$ cat src/rtl/udc_pkg.sv
package udc_pkg;

  typedef enum logic [1:0] {
    STEP_NONE = 2'd0,
    STEP_UP   = 2'd1,
    STEP_DOWN = 2'd2
  } step_e;

  // Arbitration of one cycle: controls mask edges; an edge needs the
  // other strobe High now and one sample earlier.
  function automatic step_e decide_step(
    input logic clear,
    input logic load_n,
    input logic up_rise,
    input logic up_steady,
    input logic dn_rise,
    input logic dn_steady
  );
    if (clear || !load_n)          return STEP_NONE;
    else if (up_rise && dn_steady) return STEP_UP;
    else if (dn_rise && up_steady) return STEP_DOWN;
    else                           return STEP_NONE;
  endfunction

endpackage

$ cat src/rtl/strobe_sync.sv
module strobe_sync #(
  parameter int STAGES = 2
) (
  input  logic clk,
  input  logic rst_n,
  input  logic strobe_in,
  output logic level_o,
  output logic rise_o,
  output logic steady_hi_o
);
  localparam int LAST = STAGES - 1;

  logic [STAGES-1:0] chain_q;
  logic              prev_q;

  generate
    if (STAGES == 1) begin : g_single
      always_ff @(posedge clk or negedge rst_n) begin
        if (!rst_n) chain_q <= '1;
        else        chain_q <= strobe_in;
      end
    end else begin : g_multi
      always_ff @(posedge clk or negedge rst_n) begin
        if (!rst_n) chain_q <= '1;
        else        chain_q <= {chain_q[STAGES-2:0], strobe_in};
      end
    end
  endgenerate

  always_ff @(posedge clk or negedge rst_n) begin
    if (!rst_n) prev_q <= 1'b1;
    else        prev_q <= chain_q[LAST];
  end

  assign level_o     = chain_q[LAST];
  assign rise_o      = chain_q[LAST] & ~prev_q;
  assign steady_hi_o = chain_q[LAST] & prev_q;

  // A rising edge of the synchronized strobe lasts one cycle.
  assert_rise_single_R2: assert property (@(posedge clk) disable iff (!rst_n)
    rise_o |=> !rise_o);

endmodule

$ cat src/rtl/count_core.sv
module count_core
  import udc_pkg::*;
#(
  parameter int WIDTH = 4
) (
  input  logic             clk,
  input  logic             rst_n,
  input  logic             clear,
  input  logic             load_n,
  input  logic [WIDTH-1:0] load_data,
  input  step_e            step,
  output logic [WIDTH-1:0] count
);
  localparam logic [WIDTH-1:0] ONE = WIDTH'(1);

  logic [WIDTH-1:0] count_q;
  logic [WIDTH-1:0] count_d;

  function automatic logic [WIDTH-1:0] bump(input logic [WIDTH-1:0] v,
                                            input step_e s);
    case (s)
      STEP_UP:   return v + ONE;
      STEP_DOWN: return v - ONE;
      default:   return v;
    endcase
  endfunction

  always_comb begin
    if (clear)        count_d = '0;
    else if (!load_n) count_d = load_data;
    else              count_d = bump(count_q, step);
  end

  always_ff @(posedge clk or negedge rst_n) begin
    if (!rst_n) count_q <= '0;
    else        count_q <= count_d;
  end

  assign count = count_q;

  assert_clear_zero_R5: assert property (@(posedge clk) disable iff (!rst_n)
    clear |=> count_q == '0);

  assert_load_value_R6: assert property (@(posedge clk) disable iff (!rst_n)
    (!clear && !load_n) |=> count_q == $past(load_data));

  assert_up_wrap_R1: assert property (@(posedge clk) disable iff (!rst_n)
    (!clear && load_n && step == STEP_UP) |=> count_q == $past(count_q) + WIDTH'(1));

  assert_down_wrap_R3: assert property (@(posedge clk) disable iff (!rst_n)
    (!clear && load_n && step == STEP_DOWN) |=> count_q == $past(count_q) - WIDTH'(1));

  assert_hold_R7: assert property (@(posedge clk) disable iff (!rst_n)
    (!clear && load_n && step == STEP_NONE) |=> $stable(count_q));

endmodule

$ cat src/rtl/term_detect.sv
module term_detect #(
  parameter int WIDTH = 4
) (
  input  logic             clk,
  input  logic             rst_n,
  input  logic [WIDTH-1:0] count,
  input  logic             up_level,
  input  logic             dn_level,
  output logic             carry_n,
  output logic             borrow_n
);
  localparam logic [WIDTH-1:0] TOP = '1;

  function automatic logic gate_low(input logic at_end, input logic strobe);
    return ~(at_end & ~strobe);
  endfunction

  logic at_top;
  logic at_zero;

  assign at_top   = (count == TOP);
  assign at_zero  = (count == '0);
  assign carry_n  = gate_low(at_top, up_level);
  assign borrow_n = gate_low(at_zero, dn_level);

  assert_carry_R8: assert property (@(posedge clk) disable iff (!rst_n)
    !carry_n |-> (count == TOP && !up_level));

  assert_borrow_R9: assert property (@(posedge clk) disable iff (!rst_n)
    !borrow_n |-> (count == '0 && !dn_level));

endmodule

$ cat src/rtl/updown_strobe_counter.sv
module updown_strobe_counter
  import udc_pkg::*;
#(
  parameter int WIDTH       = 4,
  parameter int SYNC_STAGES = 2
) (
  input  logic             clk,
  input  logic             rst_n,
  input  logic             up_strobe,
  input  logic             down_strobe,
  input  logic             clear,
  input  logic             load_n,
  input  logic [WIDTH-1:0] load_data,
  output logic [WIDTH-1:0] count,
  output logic             carry_n,
  output logic             borrow_n
);
  localparam int NSTROBE = 2;
  localparam int IDX_UP  = 0;
  localparam int IDX_DN  = 1;

  logic [NSTROBE-1:0] strobe_raw;
  logic [NSTROBE-1:0] strobe_lvl;
  logic [NSTROBE-1:0] strobe_rise;
  logic [NSTROBE-1:0] strobe_steady;

  assign strobe_raw[IDX_UP] = up_strobe;
  assign strobe_raw[IDX_DN] = down_strobe;

  genvar g;
  generate
    for (g = 0; g < NSTROBE; g++) begin : g_sync
      strobe_sync #(.STAGES(SYNC_STAGES)) u_sync (
        .clk         (clk),
        .rst_n       (rst_n),
        .strobe_in   (strobe_raw[g]),
        .level_o     (strobe_lvl[g]),
        .rise_o      (strobe_rise[g]),
        .steady_hi_o (strobe_steady[g])
      );
    end
  endgenerate

  // Named events for the checks below.
  logic  up_evt;
  logic  dn_evt;
  step_e step;

  assign step   = decide_step(clear, load_n,
                              strobe_rise[IDX_UP], strobe_steady[IDX_UP],
                              strobe_rise[IDX_DN], strobe_steady[IDX_DN]);
  assign up_evt = (step == STEP_UP);
  assign dn_evt = (step == STEP_DOWN);

  count_core #(.WIDTH(WIDTH)) u_core (
    .clk       (clk),
    .rst_n     (rst_n),
    .clear     (clear),
    .load_n    (load_n),
    .load_data (load_data),
    .step      (step),
    .count     (count)
  );

  term_detect #(.WIDTH(WIDTH)) u_term (
    .clk      (clk),
    .rst_n    (rst_n),
    .count    (count),
    .up_level (strobe_lvl[IDX_UP]),
    .dn_level (strobe_lvl[IDX_DN]),
    .carry_n  (carry_n),
    .borrow_n (borrow_n)
  );

  assert_one_step_R4: assert property (@(posedge clk) disable iff (!rst_n)
    $countones({up_evt, dn_evt}) <= 1);

  assert_ignore_up_R4: assert property (@(posedge clk) disable iff (!rst_n)
    (strobe_rise[IDX_UP] && !strobe_steady[IDX_DN] && load_n && !clear) |=> $stable(count));

  assert_ignore_dn_R4: assert property (@(posedge clk) disable iff (!rst_n)
    (strobe_rise[IDX_DN] && !strobe_steady[IDX_UP] && load_n && !clear) |=> $stable(count));

  assert_ctrl_masks_R7: assert property (@(posedge clk) disable iff (!rst_n)
    (clear || !load_n) |-> !(up_evt || dn_evt));

endmodule

$ cat config.mk
export PLATFORM = sky130hd
export DESIGN_NAME = updown_strobe_counter
export DESIGN_NICKNAME = d
export VERILOG_FILES = /design/src/rtl/udc_pkg.sv /design/src/rtl/strobe_sync.sv /design/src/rtl/count_core.sv /design/src/rtl/term_detect.sv /design/src/rtl/updown_strobe_counter.sv
export SDC_FILE = /design/constraint.sdc
export NUM_CORES = 1
export LEC_CHECK = 0
export BUFFER_PORTS_ARGS = -buffer_cell sky130_fd_sc_hd__buf_4
export CAP_MARGIN = 20
export CORE_MARGIN = 2
export CORE_UTILIZATION = 35
export CTS_BUF_LIST = sky130_fd_sc_hd__clkbuf_2
export CTS_CLUSTER_SIZE = 8
export DETAILED_ROUTE_END_ITERATION = 7
export HOLD_SLACK_MARGIN = 0.15
export PLACE_DENSITY = 0.69
export SKIP_LAST_GASP = 1
export SYNTH_ARGS = -nofsm -noshare
export SYNTH_HDL_FRONTEND = slang
export SYNTH_SLANG_ARGS = --single-unit
export TNS_END_PERCENT = 5
$ cat constraint.sdc
create_clock -name clk -period 4.1 [get_ports clk]
set_input_delay 0.41 -clock clk [delete_from_list [all_inputs] [get_ports clk]]
set_output_delay 0.41 -clock clk [all_outputs]
set_load 0.05 [all_outputs]
# Yosys cells after proc, flatten, opt, wreduce, memory -nomap -nowiden
# Cells that the tools add are included.
# op_classes
addsub	2
bitwise_logic	12
reduce_logical	5
n_eq_ne	4
mux	6
# op_table
operator	count
4-bit 2-to-1 mux	2
4-bit one-hot mux with 2 select lines	1
1-bit AND	6
2-bit 2-to-1 mux	3
1-bit NOT	6
4-bit by 1-bit adder with 4-bit output (second input constant)	1
4-bit equality test (second input constant)	1
4-bit logical NOT	1
4-bit by 2-bit inequality test with 1-bit output (second input constant)	1
4-bit by 1-bit subtractor with 4-bit output (second input constant)	1
2-bit by 1-bit equality test with 1-bit output (second input constant)	1
2-bit equality test (second input constant)	1
1-bit logical AND	2
1-bit logical NOT	1
1-bit logical OR	1
# totals
inputBits	10
regBits	10
output_inout_bits	6

# Logic depth before layout (Yosys ltp)
# Gate-level depths: netlist (run 1).
# depth
word_depth	10
depth_mapped	11
ltp_nobuf	10

# Cells and area by module
# Synthesis (run 1) repeated with hierarchy kept, for this count alone.
# unflattened
hier_cells	52
area_unflattened_um2	575.6
# modules_own_cells
mod	area_per_inst_um2	cells_per_inst	instances	seq_area_each_um2
count_core	331.6	34	1	100.1
strobe_sync	95.1	5	2	78.8
updown_strobe_counter	28.8	3	1	0.0
term_detect	25.0	5	1	0.0

# Worst setup path before layout (run 1)
# Ideal clock, no wire load.
# synth_timing
path_type	input port to flip-flop
startpoint	in load_n
endpoint	reg u_core.count_q[2] (netlist: u_core.count[2])
t_required_ns	4.001
path_slack_ns	1.450
arrival_ns	2.551
path_stages	11
cell_sequence	buf_6 -> nor2b_1 -> nand3_1 -> or3b_2 -> ha_1 -> xor2_1 -> ha_1 -> a21oi_2 -> xor2_1 -> or3_1 -> a311oi_1
# synth_between
elab_chain_cells	7
word_cells_on_any_way	9
# synth_lines
element	line_no	rtl
start, declared	updown_strobe_counter.sv:12	input logic load_n,
1-bit logical NOT	n/a	
1-bit logical OR	udc_pkg.sv:19	if (clear || !load_n) return STEP_NONE;
2-bit 2-to-1 mux	udc_pkg.sv:19	
2-bit equality test or 2-bit by 1-bit equality test with 1-bit output (tied branches)	count_core.sv:21	case (s)
4-bit one-hot mux with 2 select lines	count_core.sv:21	
4-bit 2-to-1 mux	count_core.sv:30	else if (!load_n) count_d = load_data;
4-bit 2-to-1 mux	count_core.sv:29	if (clear) count_d = '0;
end signal, assigned	count_core.sv:36	else count_q <= count_d;
end, declared	count_core.sv:16	logic [WIDTH-1:0] count_q;
# Parallel ways exist; a longest one is shown, timed or not.
# A chain may end at the register's enable or synchronous reset.

# Worst setup path after layout (run 1)
# layout_timing
startpoint	reg g_sync[1].u_sync.chain_q[1]
endpoint	reg u_core.count_q[2] (netlist: u_core.count[2])
# layout_between
elab_chain_cells	9
word_cells_on_any_way	13
# layout_lines
element	line_no	rtl
start, declared	strobe_sync.sv:13	logic [STAGES-1:0] chain_q;
start signal, assigned	strobe_sync.sv:25	else chain_q <= {chain_q[STAGES-2:0], strobe_in};
1-bit AND	strobe_sync.sv:36	assign rise_o = chain_q[LAST] & ~prev_q;
1-bit logical AND	udc_pkg.sv:21	else if (dn_rise && up_steady) return STEP_DOWN;
2-bit 2-to-1 mux	udc_pkg.sv:21	
2-bit 2-to-1 mux *	udc_pkg.sv:20	else if (up_rise && dn_steady) return STEP_UP;
2-bit 2-to-1 mux *	udc_pkg.sv:19	
2-bit equality test or 2-bit by 1-bit equality test with 1-bit output (tied branches)	count_core.sv:21	
4-bit one-hot mux with 2 select lines	count_core.sv:21	
4-bit 2-to-1 mux	count_core.sv:30	
4-bit 2-to-1 mux	count_core.sv:29	
# Every way passes the cells marked *; elsewhere a longest branch is shown, timed or not.

==> metrics.md, run 1 <==
| Metric | Value |
|---|---|
| Status | finished clean |
| Pwr/cell area | 317 nW/um2 |
| Slew Limit Fails | 0 |
| FF-to-FF End | u_core.count[2] |
| Bufs and invs on worst path | 0 |
| Largest net degree at the start of global routing | 11 |
| Worst clock skew | 0.0162 ns |
| Die width | 43.5 um |
| Starting density of the core | 0.367 |
| Top area cells in the synthesized netlist | dfstp_2 (29%), dfrtp_1 (18%), ha_1 (6.9%), buf_6 (4.1%), mux2i_1 (3.7%) |
| Fin area | 687 um2 |
| CTS tree | built |
| Cell variety after synth | 26 |
| WP data required | 4.26 ns |
| Area grow syn2layout | 25.6% |
| Achievable Freq | 374 MHz |
| CP Max Fanout | 5 |
| # setup viols final | 0 |
| Synth Register Bits | 10 |
| Depth of the worst register-to-register path | 9 |
| Minimum clock period | 2.67 ns |
| Post-DRT Antenna Nets | 0 |
| Vias per std cell | 5.24 |
| CTS H-Tree Depth | 1 |
| Leak Pwr | 0.313 nW |
| Placed inst area | 657 um2 |
| Share of cells above drive strength 1 | 0.426 |
| Die area | 1890 um2 |
| Clk slew on worst S/H paths | 0.11 ns |
| Max-Cap Viols | 0 |
| WHS Endpoint | g_sync[0].u_sync.chain_q[0] |
| Synth Cell Area | 547 um2 |
| Die Ht | 43.5 um |
| TritonCTS Buffers | 3 |
| Remaining global-route overflow | 0 |
| Diode count | 0 |
| RR Startpoint | g_sync[1].u_sync.chain_q[1] |
| Post-route DRC | 0 |
| Worst stage delay on the critical path | 0.57 ns |
| Synthesized area per cell | 10.9 um2 |
| Hold Path Depth | 1 |
| Most frequent cells in the layout | buf_4 (15), dfstp_2 (6), nor2_1 (5), clkbuf_2 (4), dfrtp_1 (4) |
| Post-DP HPWL | 766 um |
| R2R Setup Slk | 1.43 ns |
| # nets final | 82 |
| Sequential area share after synthesis | 0.471 |
| Hold/Removal Path Class | input port to flip-flop |
| Final GP Congestion | 0.761 |
| # IOs | 16 |
| Maximum clock insertion buffer count | 2 |
| FP Rows | 14 |
| Largest area contributor in the netlist | dfstp_2 |
| Fin crit share | 0.652 |
| CP Class | flip-flop to flip-flop |
| Setup Fix Bufs, Post-CTS | 0 |
| Cell family with most CP delay | simple AND/OR/NAND/NOR gates |
| GRT Util Overall | 0.132 |
| Area share of the largest cell type after synthesis | 0.288 |
| 1st-iter DRT viols | 8 |
| Wire per inst | 12.3 um |
| Cells along the critical path | nand3_1, or3b_2, ha_1, xor2_1, ha_1, a21oi_2, xor2_1, or3_1, a311oi_1 |
| Commonest non-fill, non-tap cell in the layout | buf_4 |
| Buffers on Ports | 15 |
| Via Count | 440 |
| Root buffer cell | clkbuf_2 |
| Layout Utilization | 0.461 |
| Vias in the first global route | 382 |
| Clk_lat worst skew | 0.25 ns |
| Actual slew at the worst max-slew pin | 0.307 ns |
| Worst Path Arrival | 2.84 ns |
| Startpoint Class | flip-flop |
| Register cell area after layout | 258 um2 |
| Yosys warning count | 0 |
| VDD IR-drop max | 152 uV |
| Syn_nets | 63 |
| Max-slew headroom | 0.795 |
| Clk sinks | 10 |
| Hold Vio Cnt, Final | 0 |
| Pre-antenna DRT Iters | 4 |
| HP Start | up_strobe |
| Setup_tns | 0 ns |
| Filler Cells Inserted | 141 |
| Critical Path End Type | flip-flop |
| Initial antenna violation count | 0 |
| Area of the multi-input gates | 267 um2 |
| CP max stage cell | dfstp_2 |
| Cells after Synth | 50 |
| First-pass GRT wire length | 1860 um |
| Core area | 1490 um2 |
| Drt total wl | 1040 um |
| RSZ-0062 raised after global routing | no |
## cells by family (layout without fill, tap and decap cells)
logic type,count (synthesis),in the layout,share of synthesized area
buf+inv,2,20,0.0412
flops,10,10,0.471
xor+xnor,3,3,0.0481
fa+ha+maj,3,3,0.0687
mux,2,2,0.0366
compound gates,8,8,0.101
simple gates,22,22,0.233
## per-layer routing
metal | global-route usage | share of wire | wire length (um) | vias up
met5 | 0 | 0 | 0 | -
met4 | 0.0909 | 0.014 | 14 | 0
met3 | 0.0125 | 0.031 | 32 | 2
met2 | 0.200 | 0.50 | 514 | 10
met1 | 0.179 | 0.46 | 474 | 209
li1 | - | - | - | 219
## cells in the mapped netlist
cell type	n
a21oi_1	2
dfrtp_1	4
nand4_1	2
nor3_1	2
or2_2	1
nand3b_1	1
a21oi_2	1
or4b_1	1
a211o_2	1
a211oi_1	1
nand2_1	2
mux2i_1	2
nor2_1	5
xor2_1	2
and4b_1	1
o21ai_0	2
xnor2_1	1
nand3_1	2
or3b_2	1
nor3b_1	1
ha_1	3
a311oi_1	1
dfstp_2	6
nor2b_1	2
buf_6	2
or3_1	1
## worst max-delay path by stage
stage	endpoint	cells past startpoint	slack [ns]	startpoint
after global routing	u_core.count[2]	9	1.25	g_sync[1].u_sync.chain_q[1]
after CTS	u_core.count[2]	9	1.43	g_sync[1].u_sync.chain_q[1]
after global placement	u_core.count[2]	11	1.28	load_n
after detailed placement	u_core.count[2]	11	1.23	load_n
final	u_core.count[2]	9	1.43	g_sync[1].u_sync.chain_q[1]
after floorplan	u_core.count[2]	11	1.45	load_n
## metrics by stage
stage	power [mW]	setup WS (ns)	hold WS (ns)	instances
floorplan	0.142	1.45	0.114	50
global placement	0.158	1.28	0.245	79
detailed placement	0.159	1.23	0.246	79
CTS	0.220	1.43	0.255	84
global route	0.230	1.25	0.247	84
finish	0.218	1.43	0.268	84
## sequential cells by signal, indices dropped and copies added, names as in the netlist
register,count
g_sync.u_sync.chain_q,4
g_sync.u_sync.prev_q,2
u_core.count,4
## power by group
part | internal [mW] | total (mW) | leakage (nW) | switching (mW)
Sequential | 0.107 | 0.114 | 0.115 | 0.00753
Clock | 0.0259 | 0.0601 | 0.0166 | 0.0342
Combinational | 0.0181 | 0.0433 | 0.181 | 0.0252
Total | 0.151 | 0.218 | 0.313 | 0.0669
## final cells by class
type,instances,share of cell area
Clock buffer,4,0.0291
Multi-Input combinational cell,38,0.388
Sequential cell,10,0.375
Tap cell,16,0.0291
Timing Repair Buffer,16,0.179
## timing repair
action	4_1_cts	5_1_grt
hold endpoints to repair	5	0
hold buffers	1	0
gates resized for setup	0	0
(Power assumes the default switching activity.)
==> run 2: changes to the inputs <==
--- a/config.mk
+++ b/config.mk
@@ -13,7 +13,7 @@
 export CTS_CLUSTER_SIZE = 8
 export DETAILED_ROUTE_END_ITERATION = 7
 export HOLD_SLACK_MARGIN = 0.15
-export PLACE_DENSITY = 0.69
+export PLACE_DENSITY = 0.71
 export SKIP_LAST_GASP = 1
 export SYNTH_ARGS = -nofsm -noshare
 export SYNTH_HDL_FRONTEND = slang
==> constraint.sdc (replaced) <==
create_clock -name clk -period 2.3 [get_ports clk]
set_input_delay 0.23 -clock clk [delete_from_list [all_inputs] [get_ports clk]]
set_output_delay 0.23 -clock clk [all_outputs]
set_load 0.05 [all_outputs]
==> metrics.md, run 2 (same netlist as run 1, synthesis figures left out) <==
| Metric | Value |
|---|---|
| Status | finished, violations left |
| Failing checks | setup timing |
| 1st-iter DRT viols | 6 (-2) |
| VDD IR-drop max | 432 uV (+180%) |
| CP Max Fanout | 2 (-3) |
| Worst stage delay on the critical path | 0.54 ns (-0.03 ns) |
| WP data required | 2.44 ns (-1.82 ns) |
| R2R Setup Slk | -0.09 ns (-1.52 ns) |
| Layout Utilization | 0.524 (+0.0622) |
| Actual slew at the worst max-slew pin | 0.303 ns (-0.00393 ns) |
| Placed cells | 86 (+8.9%) |
| Initial antenna violation count | 0 (unchanged) |
| Post-DRT Antenna Nets | 0 (unchanged) |
| Final GP Congestion | 0.731 (-4.0%) |
| Area of the multi-input gates | 287 um2 (+7.5%) |
| Most frequent cells in the layout | buf_4 (22), dfstp_2 (6), nor2_1 (5), clkbuf_2 (4), dfrtp_1 (4) |
| Starting density of the core | 0.367 (unchanged) |
| Slew Limit Fails | 0 (unchanged) |
| Die area | 1890 um2 (unchanged) |
| Share of cells above drive strength 1 | 0.494 (+0.0670) |
| Pre-CTS setup slack | -0.178 ns (-1.40 ns) |
| Minimum clock period | 2.39 ns (-0.283 ns) |
| Die Ht | 43.5 um (unchanged) |
| Via Count | 468 (+6.4%) |
| Pre-antenna DRT Iters | 4 (unchanged) |
| Clk slew on worst S/H paths | 0.10 ns (about the same) |
| Root buffer cell | clkbuf_2 |
| CP max stage cell | dfstp_2 |
| Startpoint Class | flip-flop |
| Area grow syn2layout | 42.6% |
| TritonCTS Buffers | 3 (unchanged) |
| Maximum clock insertion buffer count | 2 (unchanged) |
| # IOs | 16 (unchanged) |
| Filler Cells Inserted | 135 (-4.3%) |
| Achievable Freq | 418 MHz (+12%) |
| Crit path setup slack, layout | -0.0896 ns (-1.52 ns) |
| FP Rows | 14 (unchanged) |
| Worst Path Arrival | 2.53 ns (-0.31 ns) |
| GRT Util Overall | 0.137 (+0.00480) |
| Vias in the first global route | 446 (+17%) |
| Hold Vio Cnt, Final | 0 (unchanged) |
| Post-DP HPWL | 847 um (+11%) |
| CP Class | flip-flop to flip-flop |
| Critical Path End Type | flip-flop |
| Fin cells | 93 (+11%) |
| Commonest non-fill, non-tap cell in the layout | buf_4 |
| Buffers on Ports | 15 (unchanged) |
| Leak Pwr | 0.358 nW (+14%) |
| Diode count | 0 (unchanged) |
| RR Startpoint | g_sync[0].u_sync.chain_q[1] |
| Clk sinks | 10 (unchanged) |
| Wire per inst | 11.9 um (-3.5%) |
| Max-slew headroom | 0.798 (+0.00262) |
| Setup Fix Bufs, Post-CTS | 0 (unchanged) |
| Worst clock skew | 0.0134 ns (-0.00274 ns) |
| Hold_ws | 0.236 ns (-0.0327 ns) |
| Fin crit share | 1.04 (+0.387) |
| Bufs and invs on worst path | 0 (unchanged) |
| Vias per std cell | 5.03 (-3.9%) |
| Cell family with most CP delay | simple AND/OR/NAND/NOR gates |
| Crit path top cell by count | xor2_1 |
| Setup crit start | g_sync[0].u_sync.chain_q[1] |
| Drt total wl | 1110 um (+6.9%) |
| Largest net degree at the start of global routing | 11 (unchanged) |
| RSZ-0062 raised after global routing | yes |
| CTS H-Tree Depth | 1 (unchanged) |
| Cells along the critical path | nand3_2, or3b_4, ha_4, xor2_1, ha_1, a21oi_2, xor2_1, or3_1, a311oi_1 |
| # setup viols final | 1 (+1) |
| CTS tree | built |
| Remaining global-route overflow | 0 (unchanged) |
| Die width | 43.5 um (unchanged) |
| Setup_tns | -0.0896 ns (-0.0896 ns) |
| Post-route DRC | 0 (unchanged) |
| Hold/Removal Path Class | input port to flip-flop |
| HP Start | load_data[0] |
| First-pass GRT wire length | 1960 um (+5.2%) |
| Core area | 1490 um2 (unchanged) |
| Clk_lat worst skew | 0.23 ns (-0.02 ns) |
| Register cell area after layout | 258 um2 (unchanged) |
| # nets final | 91 (+11%) |
| Max-Cap Viols | 0 (unchanged) |
| Pwr/cell area | 500 nW/um2 (+58%) |
==> run 2: worst paths after layout <==
check                                              end  cells past startpoint
setup / recovery                       u_core.count[2]                      9
hold / removal                         u_core.count[0]                      3
setup reg to reg                       u_core.count[2]                      9
hold reg to reg            g_sync[1].u_sync.chain_q[1]                      0
max in group asynchronous  g_sync[1].u_sync.chain_q[0]                      2
min in group asynchronous              u_core.count[2]                      2
==> run 2: timing repair <==
action	in CTS	in global routing
pin swaps	0	1
hold buffers	3	0
hold endpoints to repair	12	0
endpoints found under the setup margin	1	2
resized for setup	0	1
==> run 2: per-layer routing <==
layer / wire length, um / global-route usage / up-vias
met5: 0 / 0 / -
met4: 0 / 0 / 0
met3: 47 / 0.0250 / 0
met2: 551 / 0.242 / 14
li1: - / - / 236
met1: 509 / 0.189 / 218
==> run 2: area by class of cell <==
| class | count | area share |
|---|---|---|
| Multi-Input combinational cell | 38 | 0.368 |
| Sequential cell | 10 | 0.331 |
| Timing Repair Buffer | 25 | 0.250 |
| Clock buffer | 4 | 0.0257 |
| Tap cell | 16 | 0.0257 |
==> run 2: worst reg2reg max path: cells and delay by family, from the launching register on <==
kind                       cells  cell delay (ns)
adders and majority gates      2             0.38
DFF                            1             0.54
AOI/OAI and AO/OA              2             0.33
and+or+nand+nor                3             0.83
xor gates and xnor gates       2             0.24
==> run 2: where the power goes <==
| part | total (mW) | internal (mW) | leakage (nW) | switching (mW) |
|---|---|---|---|---|
| Combinational | 0.0886 | 0.0403 | 0.226 | 0.0483 |
| Sequential | 0.204 | 0.190 | 0.115 | 0.0132 |
| Clock | 0.0977 | 0.0463 | 0.0166 | 0.0514 |
==> run 2: stage by stage <==
| stage | power (mW) | instance area (um2) |
|---|---|---|
| final | 0.390 | 779 |
| after global routing | 0.411 | 779 |
| after global placement | 0.289 | 724 |
| after detailed placement | 0.291 | 724 |
| after CTS | 0.393 | 774 |
| after floorplan | 0.254 | 562 |
